### config.mk
export PLATFORM = sky130hd
export DESIGN_NAME = share_chain_dir
export DESIGN_NICKNAME = d
export VERILOG_FILES = /design/src/rtl/share_chain_pkg.sv /design/src/rtl/share_chain_mem.sv /design/src/rtl/share_chain_nodes.sv /design/src/rtl/share_chain_seq.sv /design/src/rtl/share_chain_dir.sv
export SDC_FILE = /design/constraint.sdc
export NUM_CORES = 1
export LEC_CHECK = 0
export BUFFER_PORTS_ARGS = -buffer_cell sky130_fd_sc_hd__buf_2
export CELL_PAD_IN_SITES_DETAIL_PLACEMENT = 1
export CELL_PAD_IN_SITES_GLOBAL_PLACEMENT = 1
export CORE_UTILIZATION = 30
export CTS_CLUSTER_DIAMETER = 50
export DETAILED_ROUTE_END_ITERATION = 10
export PLACE_DENSITY = 0.52
export SYNTH_ARGS = -nofsm -noshare
export SYNTH_HDL_FRONTEND = slang
export SYNTH_HIERARCHICAL = 1
export SYNTH_SLANG_ARGS = --single-unit
### constraint.sdc
create_clock -name clk -period 12.7 [get_ports clk]
set_clock_uncertainty 0.1 [all_clocks]
set_input_delay 0 -clock clk [delete_from_list [all_inputs] [get_ports clk]]
set_output_delay 0 -clock clk [all_outputs]
set_load 0.03 [all_outputs]
### src/rtl/share_chain_pkg.sv
package share_chain_pkg;

  typedef enum logic [1:0] {POS_ONLY, POS_HEAD, POS_MID, POS_TAIL} pos_e;
  typedef enum logic [2:0] {PR_ABSENT, PR_PEND, PR_CLEAN, PR_DIRTY, PR_BUSY} prop_e;
  typedef enum logic [1:0] {OP_READ, OP_DELETE, OP_PURGE, OP_WRITE} op_e;
  typedef enum logic [2:0] {PH_IDLE, PH_JOIN, PH_UNLINK, PH_PURGE, PH_FIN} phase_e;

  typedef struct packed {
    logic  lock;
    prop_e prop;
    pos_e  pos;
  } nstate_t;

  function automatic nstate_t mk_state(prop_e pr, pos_e ps);
    nstate_t s;
    s.lock = 1'b0;
    s.prop = pr;
    s.pos  = ps;
    return s;
  endfunction

  // position of the previous head once a new head is placed in front of it
  function automatic pos_e pos_behind_new_head(pos_e p);
    case (p)
      POS_ONLY: return POS_TAIL;
      POS_HEAD: return POS_MID;
      default:  return p;
    endcase
  endfunction

  // position once the element in front of this one disappears
  function automatic pos_e pos_front_gone(pos_e p);
    case (p)
      POS_MID:  return POS_HEAD;
      POS_TAIL: return POS_ONLY;
      default:  return p;
    endcase
  endfunction

  // position once the element behind this one disappears
  function automatic pos_e pos_back_gone(pos_e p);
    case (p)
      POS_HEAD: return POS_ONLY;
      POS_MID:  return POS_TAIL;
      default:  return p;
    endcase
  endfunction

endpackage

### src/rtl/share_chain_mem.sv
module share_chain_mem #(
  parameter int PTR_W = 16
) (
  input  logic             clk,
  input  logic             rst_n,
  input  logic             we,
  input  logic             cached_d,
  input  logic [PTR_W-1:0] head_d,
  output logic             cached_q,
  output logic [PTR_W-1:0] head_q
);
  always_ff @(posedge clk or negedge rst_n) begin
    if (!rst_n) begin
      cached_q <= 1'b0;
      head_q   <= '1;
    end else if (we) begin
      cached_q <= cached_d;
      head_q   <= head_d;
    end
  end
endmodule

### src/rtl/share_chain_nodes.sv
module share_chain_nodes import share_chain_pkg::*; #(
  parameter int N     = 8,
  parameter int PTR_W = 16,
  parameter int NWP   = 3,
  localparam int IDW  = $clog2(N)
) (
  input  logic                      clk,
  input  logic                      rst_n,
  input  logic [NWP-1:0][IDW-1:0]   wp_idx,
  input  logic [NWP-1:0]            wp_st_en,
  input  nstate_t [NWP-1:0]         wp_st,
  input  logic [NWP-1:0]            wp_f_en,
  input  logic [NWP-1:0][PTR_W-1:0] wp_f,
  input  logic [NWP-1:0]            wp_b_en,
  input  logic [NWP-1:0][PTR_W-1:0] wp_b,
  output nstate_t [N-1:0]           st,
  output logic [N-1:0][PTR_W-1:0]   fwd,
  output logic [N-1:0][PTR_W-1:0]   bwd
);
  nstate_t          st_q  [N];
  logic [PTR_W-1:0] fwd_q [N];
  logic [PTR_W-1:0] bwd_q [N];

  for (genvar i = 0; i < N; i++) begin : g_node
    always_ff @(posedge clk or negedge rst_n) begin
      if (!rst_n) begin
        st_q[i]  <= '0;
        fwd_q[i] <= '1;
        bwd_q[i] <= '1;
      end else begin
        for (int p = 0; p < NWP; p++) begin
          if (wp_idx[p] == IDW'(i)) begin
            if (wp_st_en[p]) st_q[i]  <= wp_st[p];
            if (wp_f_en[p])  fwd_q[i] <= wp_f[p];
            if (wp_b_en[p])  bwd_q[i] <= wp_b[p];
          end
        end
      end
    end
    assign st[i]  = st_q[i];
    assign fwd[i] = fwd_q[i];
    assign bwd[i] = bwd_q[i];
  end
endmodule

### src/rtl/share_chain_seq.sv
module share_chain_seq import share_chain_pkg::*; #(
  parameter int N     = 8,
  parameter int PTR_W = 16,
  localparam int IDW  = $clog2(N),
  localparam int NWP  = 3
) (
  input  logic                      clk,
  input  logic                      rst_n,
  input  logic                      cmd_valid,
  input  logic [1:0]                cmd_op,
  input  logic [IDW-1:0]            cmd_node,
  output logic                      cmd_ready,
  input  nstate_t [N-1:0]           st,
  input  logic [N-1:0][PTR_W-1:0]   fwd,
  input  logic [N-1:0][PTR_W-1:0]   bwd,
  input  logic                      mem_cached,
  input  logic [PTR_W-1:0]          mem_head,
  output logic [NWP-1:0][IDW-1:0]   wp_idx,
  output logic [NWP-1:0]            wp_st_en,
  output nstate_t [NWP-1:0]         wp_st,
  output logic [NWP-1:0]            wp_f_en,
  output logic [NWP-1:0][PTR_W-1:0] wp_f,
  output logic [NWP-1:0]            wp_b_en,
  output logic [NWP-1:0][PTR_W-1:0] wp_b,
  output logic                      mem_we,
  output logic                      mem_cached_d,
  output logic [PTR_W-1:0]          mem_head_d,
  output logic                      wb_strobe,
  output logic                      done_valid,
  output logic [IDW-1:0]            done_node,
  output logic [PTR_W-1:0]          done_old_head
);
  localparam logic [PTR_W-1:0] NULLP = '1;

  function automatic logic [IDW-1:0] p2i(logic [PTR_W-1:0] p);
    return p[IDW-1:0];
  endfunction
  function automatic logic [PTR_W-1:0] i2p(logic [IDW-1:0] i);
    return {{(PTR_W-IDW){1'b0}}, i};
  endfunction

  phase_e           phase_q, phase_d;
  logic [IDW-1:0]   node_q, node_d;
  logic             wr_q, wr_d;
  logic [PTR_W-1:0] oh_q, oh_d;

  // named views of the entry being worked on and its neighbours
  logic [IDW-1:0]   sel, pred_i, succ_i, head_i, third_i;
  nstate_t          me, pred_st, succ_st, head_st;
  logic [PTR_W-1:0] me_f, me_b, third_p;
  logic             pred_ok, succ_ok, third_ok, in_list, headish;
  logic             go_pend, go_lock, go_busy, go_dirty;

  always_comb begin
    sel      = (phase_q == PH_IDLE) ? cmd_node : node_q;
    me       = st[sel];
    me_f     = fwd[sel];
    me_b     = bwd[sel];
    pred_i   = p2i(me_b);
    succ_i   = p2i(me_f);
    pred_ok  = (me_b != NULLP);
    succ_ok  = (me_f != NULLP);
    pred_st  = st[pred_i];
    succ_st  = st[succ_i];
    third_p  = fwd[succ_i];
    third_i  = p2i(third_p);
    third_ok = (third_p != NULLP);
    head_i   = p2i(mem_head);
    head_st  = st[head_i];
    in_list  = (me.prop != PR_ABSENT);
    headish  = (me.pos == POS_ONLY) || (me.pos == POS_HEAD);
  end

  always_comb begin
    phase_d = phase_q;
    node_d  = node_q;
    wr_d    = wr_q;
    oh_d    = oh_q;
    wp_idx  = '0;
    wp_st_en = '0;
    wp_st   = '0;
    wp_f_en = '0;
    wp_f    = '1;
    wp_b_en = '0;
    wp_b    = '1;
    wp_idx[0] = sel;
    mem_we       = 1'b0;
    mem_cached_d = mem_cached;
    mem_head_d   = mem_head;
    wb_strobe    = 1'b0;
    go_pend  = 1'b0;
    go_lock  = 1'b0;
    go_busy  = 1'b0;
    go_dirty = 1'b0;

    case (phase_q)
      PH_IDLE: if (cmd_valid) begin
        node_d  = cmd_node;
        wr_d    = (op_e'(cmd_op) == OP_WRITE);
        oh_d    = NULLP;
        phase_d = PH_FIN;
        case (op_e'(cmd_op))
          OP_READ:   go_pend = !in_list;
          OP_DELETE: go_lock = in_list;
          OP_PURGE:  go_busy = in_list && headish;
          default: begin
            go_pend  = !in_list;
            go_dirty = in_list && (me.pos == POS_ONLY);
            go_busy  = in_list && (me.pos == POS_HEAD);
            go_lock  = in_list && !headish;
          end
        endcase
        if (go_pend) begin
          wp_st_en[0] = 1'b1;
          wp_st[0]    = mk_state(PR_PEND, POS_ONLY);
          phase_d     = PH_JOIN;
        end
        if (go_dirty) begin
          wp_st_en[0] = 1'b1;
          wp_st[0]    = mk_state(PR_DIRTY, POS_ONLY);
        end
        if (go_busy) begin
          wp_st_en[0] = 1'b1;
          wp_st[0]    = mk_state(PR_BUSY, me.pos);
          phase_d     = PH_PURGE;
        end
        if (go_lock) begin
          wp_st_en[0] = 1'b1;
          wp_st[0]    = me;
          wp_st[0].lock = 1'b1;
          wp_idx[1]   = pred_i;
          wp_st_en[1] = pred_ok;
          wp_st[1]    = pred_st;
          wp_st[1].lock = 1'b1;
          wp_idx[2]   = succ_i;
          wp_st_en[2] = succ_ok;
          wp_st[2]    = succ_st;
          wp_st[2].lock = 1'b1;
          wb_strobe   = (me.prop == PR_DIRTY);
          phase_d     = PH_UNLINK;
        end
      end

      PH_UNLINK: begin
        wp_st_en[0] = 1'b1;
        wp_st[0]    = wr_q ? mk_state(PR_PEND, POS_ONLY) : '0;
        wp_f_en[0]  = 1'b1;
        wp_b_en[0]  = 1'b1;
        wp_idx[1]   = pred_i;
        wp_st_en[1] = pred_ok;
        wp_st[1]    = mk_state(pred_st.prop,
                               succ_ok ? pred_st.pos : pos_back_gone(pred_st.pos));
        wp_f_en[1]  = pred_ok;
        wp_f[1]     = me_f;
        wp_idx[2]   = succ_i;
        wp_st_en[2] = succ_ok;
        wp_st[2]    = mk_state(succ_st.prop,
                               pred_ok ? succ_st.pos : pos_front_gone(succ_st.pos));
        wp_b_en[2]  = succ_ok;
        wp_b[2]     = me_b;
        if (!pred_ok) begin
          mem_we       = 1'b1;
          mem_cached_d = succ_ok;
          mem_head_d   = me_f;
        end
        phase_d = wr_q ? PH_JOIN : PH_FIN;
      end

      PH_JOIN: begin
        wp_st_en[0]  = 1'b1;
        wp_f_en[0]   = 1'b1;
        wp_b_en[0]   = 1'b1;
        mem_we       = 1'b1;
        mem_cached_d = 1'b1;
        mem_head_d   = i2p(sel);
        if (!mem_cached) begin
          wp_st[0] = mk_state(wr_q ? PR_DIRTY : PR_CLEAN, POS_ONLY);
          phase_d  = PH_FIN;
        end else begin
          wp_st[0]    = mk_state(wr_q ? PR_BUSY : PR_CLEAN, POS_HEAD);
          wp_f[0]     = mem_head;
          wp_idx[1]   = head_i;
          wp_st_en[1] = 1'b1;
          wp_st[1]    = mk_state(head_st.prop, pos_behind_new_head(head_st.pos));
          wp_b_en[1]  = 1'b1;
          wp_b[1]     = i2p(sel);
          oh_d        = mem_head;
          phase_d     = wr_q ? PH_PURGE : PH_FIN;
        end
      end

      PH_PURGE: begin
        if (succ_ok) begin
          wp_f_en[0]  = 1'b1;
          wp_f[0]     = third_p;
          wp_idx[1]   = succ_i;
          wp_st_en[1] = 1'b1;
          wp_f_en[1]  = 1'b1;
          wp_b_en[1]  = 1'b1;
          wb_strobe   = (succ_st.prop == PR_DIRTY);
          wp_idx[2]   = third_i;
          wp_b_en[2]  = third_ok;
          wp_b[2]     = i2p(sel);
        end else begin
          wp_st_en[0] = 1'b1;
          wp_st[0]    = mk_state(wr_q ? PR_DIRTY : PR_CLEAN, POS_ONLY);
          wp_f_en[0]  = 1'b1;
          wp_b_en[0]  = 1'b1;
          phase_d     = PH_FIN;
        end
      end

      default: phase_d = PH_IDLE;
    endcase
  end

  always_ff @(posedge clk or negedge rst_n) begin
    if (!rst_n) begin
      phase_q <= PH_IDLE;
      node_q  <= '0;
      wr_q    <= 1'b0;
      oh_q    <= '1;
    end else begin
      phase_q <= phase_d;
      node_q  <= node_d;
      wr_q    <= wr_d;
      oh_q    <= oh_d;
    end
  end

  assign cmd_ready     = (phase_q == PH_IDLE);
  assign done_valid    = (phase_q == PH_FIN);
  assign done_node     = node_q;
  assign done_old_head = oh_q;
endmodule

### src/rtl/share_chain_dir.sv
module share_chain_dir import share_chain_pkg::*; #(
  parameter int N     = 8,
  parameter int PTR_W = 16,
  localparam int IDW  = $clog2(N)
) (
  input  logic             clk,
  input  logic             rst_n,
  input  logic             cmd_valid,
  output logic             cmd_ready,
  input  logic [1:0]       cmd_op,
  input  logic [IDW-1:0]   cmd_node,
  output logic             done_valid,
  output logic [IDW-1:0]   done_node,
  output logic [5:0]       done_state,
  output logic [PTR_W-1:0] done_old_head,
  output logic             wb_strobe,
  output logic             mem_cached,
  output logic [PTR_W-1:0] mem_head,
  input  logic [IDW-1:0]   qry_node,
  output logic [5:0]       qry_state,
  output logic [PTR_W-1:0] qry_fwd,
  output logic [PTR_W-1:0] qry_bwd
);
  localparam int NWP = 3;

  nstate_t [N-1:0]           node_st;
  logic [N-1:0][PTR_W-1:0]   node_fwd;
  logic [N-1:0][PTR_W-1:0]   node_bwd;
  logic [NWP-1:0][IDW-1:0]   wp_idx;
  logic [NWP-1:0]            wp_st_en, wp_f_en, wp_b_en;
  nstate_t [NWP-1:0]         wp_st;
  logic [NWP-1:0][PTR_W-1:0] wp_f, wp_b;
  logic                      mem_we, mem_cached_d;
  logic [PTR_W-1:0]          mem_head_d;
  logic                      qry_ok;

  share_chain_seq #(.N(N), .PTR_W(PTR_W)) u_seq (
    .clk(clk), .rst_n(rst_n),
    .cmd_valid(cmd_valid), .cmd_op(cmd_op), .cmd_node(cmd_node), .cmd_ready(cmd_ready),
    .st(node_st), .fwd(node_fwd), .bwd(node_bwd),
    .mem_cached(mem_cached), .mem_head(mem_head),
    .wp_idx(wp_idx), .wp_st_en(wp_st_en), .wp_st(wp_st),
    .wp_f_en(wp_f_en), .wp_f(wp_f), .wp_b_en(wp_b_en), .wp_b(wp_b),
    .mem_we(mem_we), .mem_cached_d(mem_cached_d), .mem_head_d(mem_head_d),
    .wb_strobe(wb_strobe), .done_valid(done_valid), .done_node(done_node),
    .done_old_head(done_old_head)
  );

  share_chain_nodes #(.N(N), .PTR_W(PTR_W), .NWP(NWP)) u_nodes (
    .clk(clk), .rst_n(rst_n),
    .wp_idx(wp_idx), .wp_st_en(wp_st_en), .wp_st(wp_st),
    .wp_f_en(wp_f_en), .wp_f(wp_f), .wp_b_en(wp_b_en), .wp_b(wp_b),
    .st(node_st), .fwd(node_fwd), .bwd(node_bwd)
  );

  share_chain_mem #(.PTR_W(PTR_W)) u_mem (
    .clk(clk), .rst_n(rst_n), .we(mem_we),
    .cached_d(mem_cached_d), .head_d(mem_head_d),
    .cached_q(mem_cached), .head_q(mem_head)
  );

  assign done_state = node_st[done_node];
  assign qry_ok     = (int'(qry_node) < N);
  assign qry_state  = qry_ok ? node_st[qry_node]  : '0;
  assign qry_fwd    = qry_ok ? node_fwd[qry_node] : '1;
  assign qry_bwd    = qry_ok ? node_bwd[qry_node] : '1;
endmodule

==> reports/metrics.yaml <==
status: "complete, but fails checks"
violations: "slew limit"
cp_slowest_cell: "nand2_1"
layout-drive-gt1-share_pct: 32.0
clock_latency_ns: 0.65
ys_seq_area_share_pct: 30.9
finalWorstSetupSlack_ns: 3.01
endpoint_kind: "flip-flop"
peakVddDrop_v: 0.000153
syn_area_um2: 29000
viasPerCell: 6.38
die_y_um: 313
wl_per_cell_um: 33.0
start_util_pct: 30.4
post-place-ws_ns: 3.32
grt_max_degree: 127
ys_ff_latch: 344
critPathLaunchType: "flip-flop"
io_buffers: 93
rsz0062_at_grt: "no"
tritoncts: "yes"
clkTransAtPathRegs_ns: 0.05
gp_congestion: 0.919
synth_common_cells: "mux2i_1 (408), dfstp_2 (288), o22ai_1 (286)"
drtAntennaViolNets: 0
coreArea_um2: 95400
crit_type: "reg2reg"
grt_pass1_wl_um: 202000
io-pin-count: 94
vias: 26906
ys.flop_type: "dfstp_2"
clkSinkCount: 344
drv_cap: 0
fill_cells: 10769
timing.fmax_mhz: 103
crit_arrival_ns: 10.15
synth-edff-count: 0
regArea_um2: 8970
antenna_found_initial: 3
path_max_fanout: 88
dr.pass1.iters: 5
fin_nets: 2910
die_width_um: 313
hold_class: "in2reg"
dp_hpwl_um: 88500
async_flop_share_pct: 100
cts_buffers: 77
dieArea_um2: 98100
final_cells: 4218
globalRouteOverflowTotal: 0
avgSynthCellArea_um2: 9.54
setup_viol: 0
synth_area_leader_cell: "dfstp_2"
worstMarginPinSlew_ns: 1.77
grt_pass1_vias: 27889
finalMaxSlewViolations: 57
cts_resized: 0
crit_chain: "nor4b_2, nor2_4, inv_6, buf_4, a211oi_1, o31ai_1, nand4_1, a2111oi_4, nand2b_1, o22ai_2, nand4bb_1, nand2_1, o22ai_1, a21oi_1"
cts.path.max_buffers: 3
final.min_clock_period_ns: 9.69
track_usage_pct: 27.9
n_antenna_cell: 0
drt_iter0_drc: 2396
required_ns: 13.16
fin_util_pct: 33.8
synth_most_common_cell: "mux2i_1"
finalCritPeriodShare_pct: 76.3
synth_top_area_share_pct: 26.1
hold_viol_final: 0
p_per_area_nw_per_um2: 305
cts-root-buf: "clkbuf_16"
dp_cells: 4068
multi_input_area_um2: 17800
ys_types: 100
timing.hold.ws_ns: 0.236
routed_wl_um: 139000
drc: 0
area_growth_pct: 11.2
p_leak_nw: 12.8
synth.area.top_cells: "dfstp_2 (26%), mux2i_1 (14%), mux4_2 (7.9%)"
htreeDepth: 3
final.setup.tns_ns: 0
rows: 113
crit_path_max_incr_delay_ns: 1.23
yosys_warnings: 6
relSlewSlack_pct: -18.4
synth_cells: 3043
[cells in the final DEF, fill, tap and decap left out, types with 12 or more instances in the layout]
cell,count
mux2i_1,406
dfstp_2,288
o22ai_1,285
nand2_1,282
a21oi_1,281
mux2_2,107
mux4_2,102
buf_2,90
clkbuf_16,80
nor2_1,79
a211oi_1,76
buf_4,71
dfrtp_1,56
nand3_1,56
and3_1,51
o21ai_1,44
o21ai_0,34
conb_1,33
nor2b_1,31
a31o_2,27
inv_1,24
a21oi_2,21
nand4_1,20
nor3_1,19
nand2b_1,14
o221a_2,14
a311oi_1,12
[critical path, delay by kind of cell, from the launching register on]
family | cells | cell delay (ns)
flops | 1 | 0.65
buf+inv | 2 | 1.27
simple gates | 6 | 4.23
compound gates | 6 | 3.11
[report_power, final]
group | switching [mW] | leakage, nW | total (mW) | internal [mW]
Clock | 0.732 | 1.28 | 2.12 | 1.38
Combinational | 3.28 | 7.73 | 5.23 | 1.94
Sequential | 0.637 | 3.78 | 2.50 | 1.86
Total | 4.65 | 12.8 | 9.84 | 5.19
[layout make-up]
| class | count | area share, % |
|---|---|---|
| Timing Repair Buffer | 174 | 3.50 |
| Multi-Input combinational cell | 2266 | 55.2 |
| Tap cell | 1265 | 4.90 |
| Clock inverter | 41 | 1.62 |
| Sequential cell | 344 | 27.8 |
| Inverter | 29 | 0.372 |
| Clock buffer | 99 | 6.67 |
[path summary, 6_finish.rpt]
| check | startpoint | to | slack, ns | cells after the start |
|---|---|---|---|---|
| hold reg to reg | u_seq/done_old_head[15]$_DFFE_PN1P_ | u_seq/done_old_head[15]$_DFFE_PN1P_ | 0.40 | 2 |
| setup / recovery | u_seq/phase_q[0]$_DFFE_PN0P_ | u_nodes/bwd[42]$_DFF_PN1_ | 3.01 | 14 |
| max in group asynchronous | rst_n | u_mem/cached_q$_DFFE_PN0P_ | 10.44 | 4 |
| setup reg to reg | u_seq/phase_q[0]$_DFFE_PN0P_ | u_nodes/bwd[42]$_DFF_PN1_ | 3.01 | 14 |
| min in group asynchronous | rst_n | u_nodes/bwd[90]$_DFF_PN1_ | 0.32 | 2 |
| hold / removal | cmd_op[0] | u_nodes/st[5]$_DFF_PN0_ | 0.24 | 7 |
[state kept, by name, summed over array words and instances (netlist names)]
register and cells:
u_nodes/st 48, u_seq/done_old_head 16, u_mem/cached_q 1, u_seq/wr_q 1, u_nodes/bwd 128, u_mem/head_q 16, u_nodes/fwd 128, u_seq/done_node 3
u_seq/phase_q 3
[cells by family (layout without fill, tap and decap cells)]
logic type,after synthesis,in the layout,share of synthesized area (%)
AO/OA/AOI/OAI,911,911,20.3
XOR/XNOR,8,8,0.241
adder cells (fa/ha/maj),7,7,0.302
buffers and inverters,464,343,8.63
flip-flops,344,344,30.9
multiplexers,631,631,26.8
other,2,33,0.0259
AND/OR/NAND/NOR,676,676,12.8
[routing by layer]
metal / global-route usage (%) / part of all wire (%)
met1: 37.3 / 43
met2: 44.3 / 46
met3: 4.49 / 6.5
met4: 12.2 / 4.4
met5: 0 / 0
[through the flow]
step / instance area, um^2 / power (mW)
final: 32300 / 9.84
after global routing: 32300 / 10.3
after CTS: 32300 / 9.74
after detailed placement: 29500 / 7.57
after global placement: 29500 / 7.44
after floorplan: 29200 / 5.98
[repair_timing]
| action | in CTS | in global routing |
|---|---|---|
| hold buffers | 10 | 0 |
| setup endpoints to repair | 0 | 0 |
| setup buffers | 0 | 0 |
| hold endpoints to repair | 114 | 0 |
Note: power is estimated with default switching activity, not from simulation.
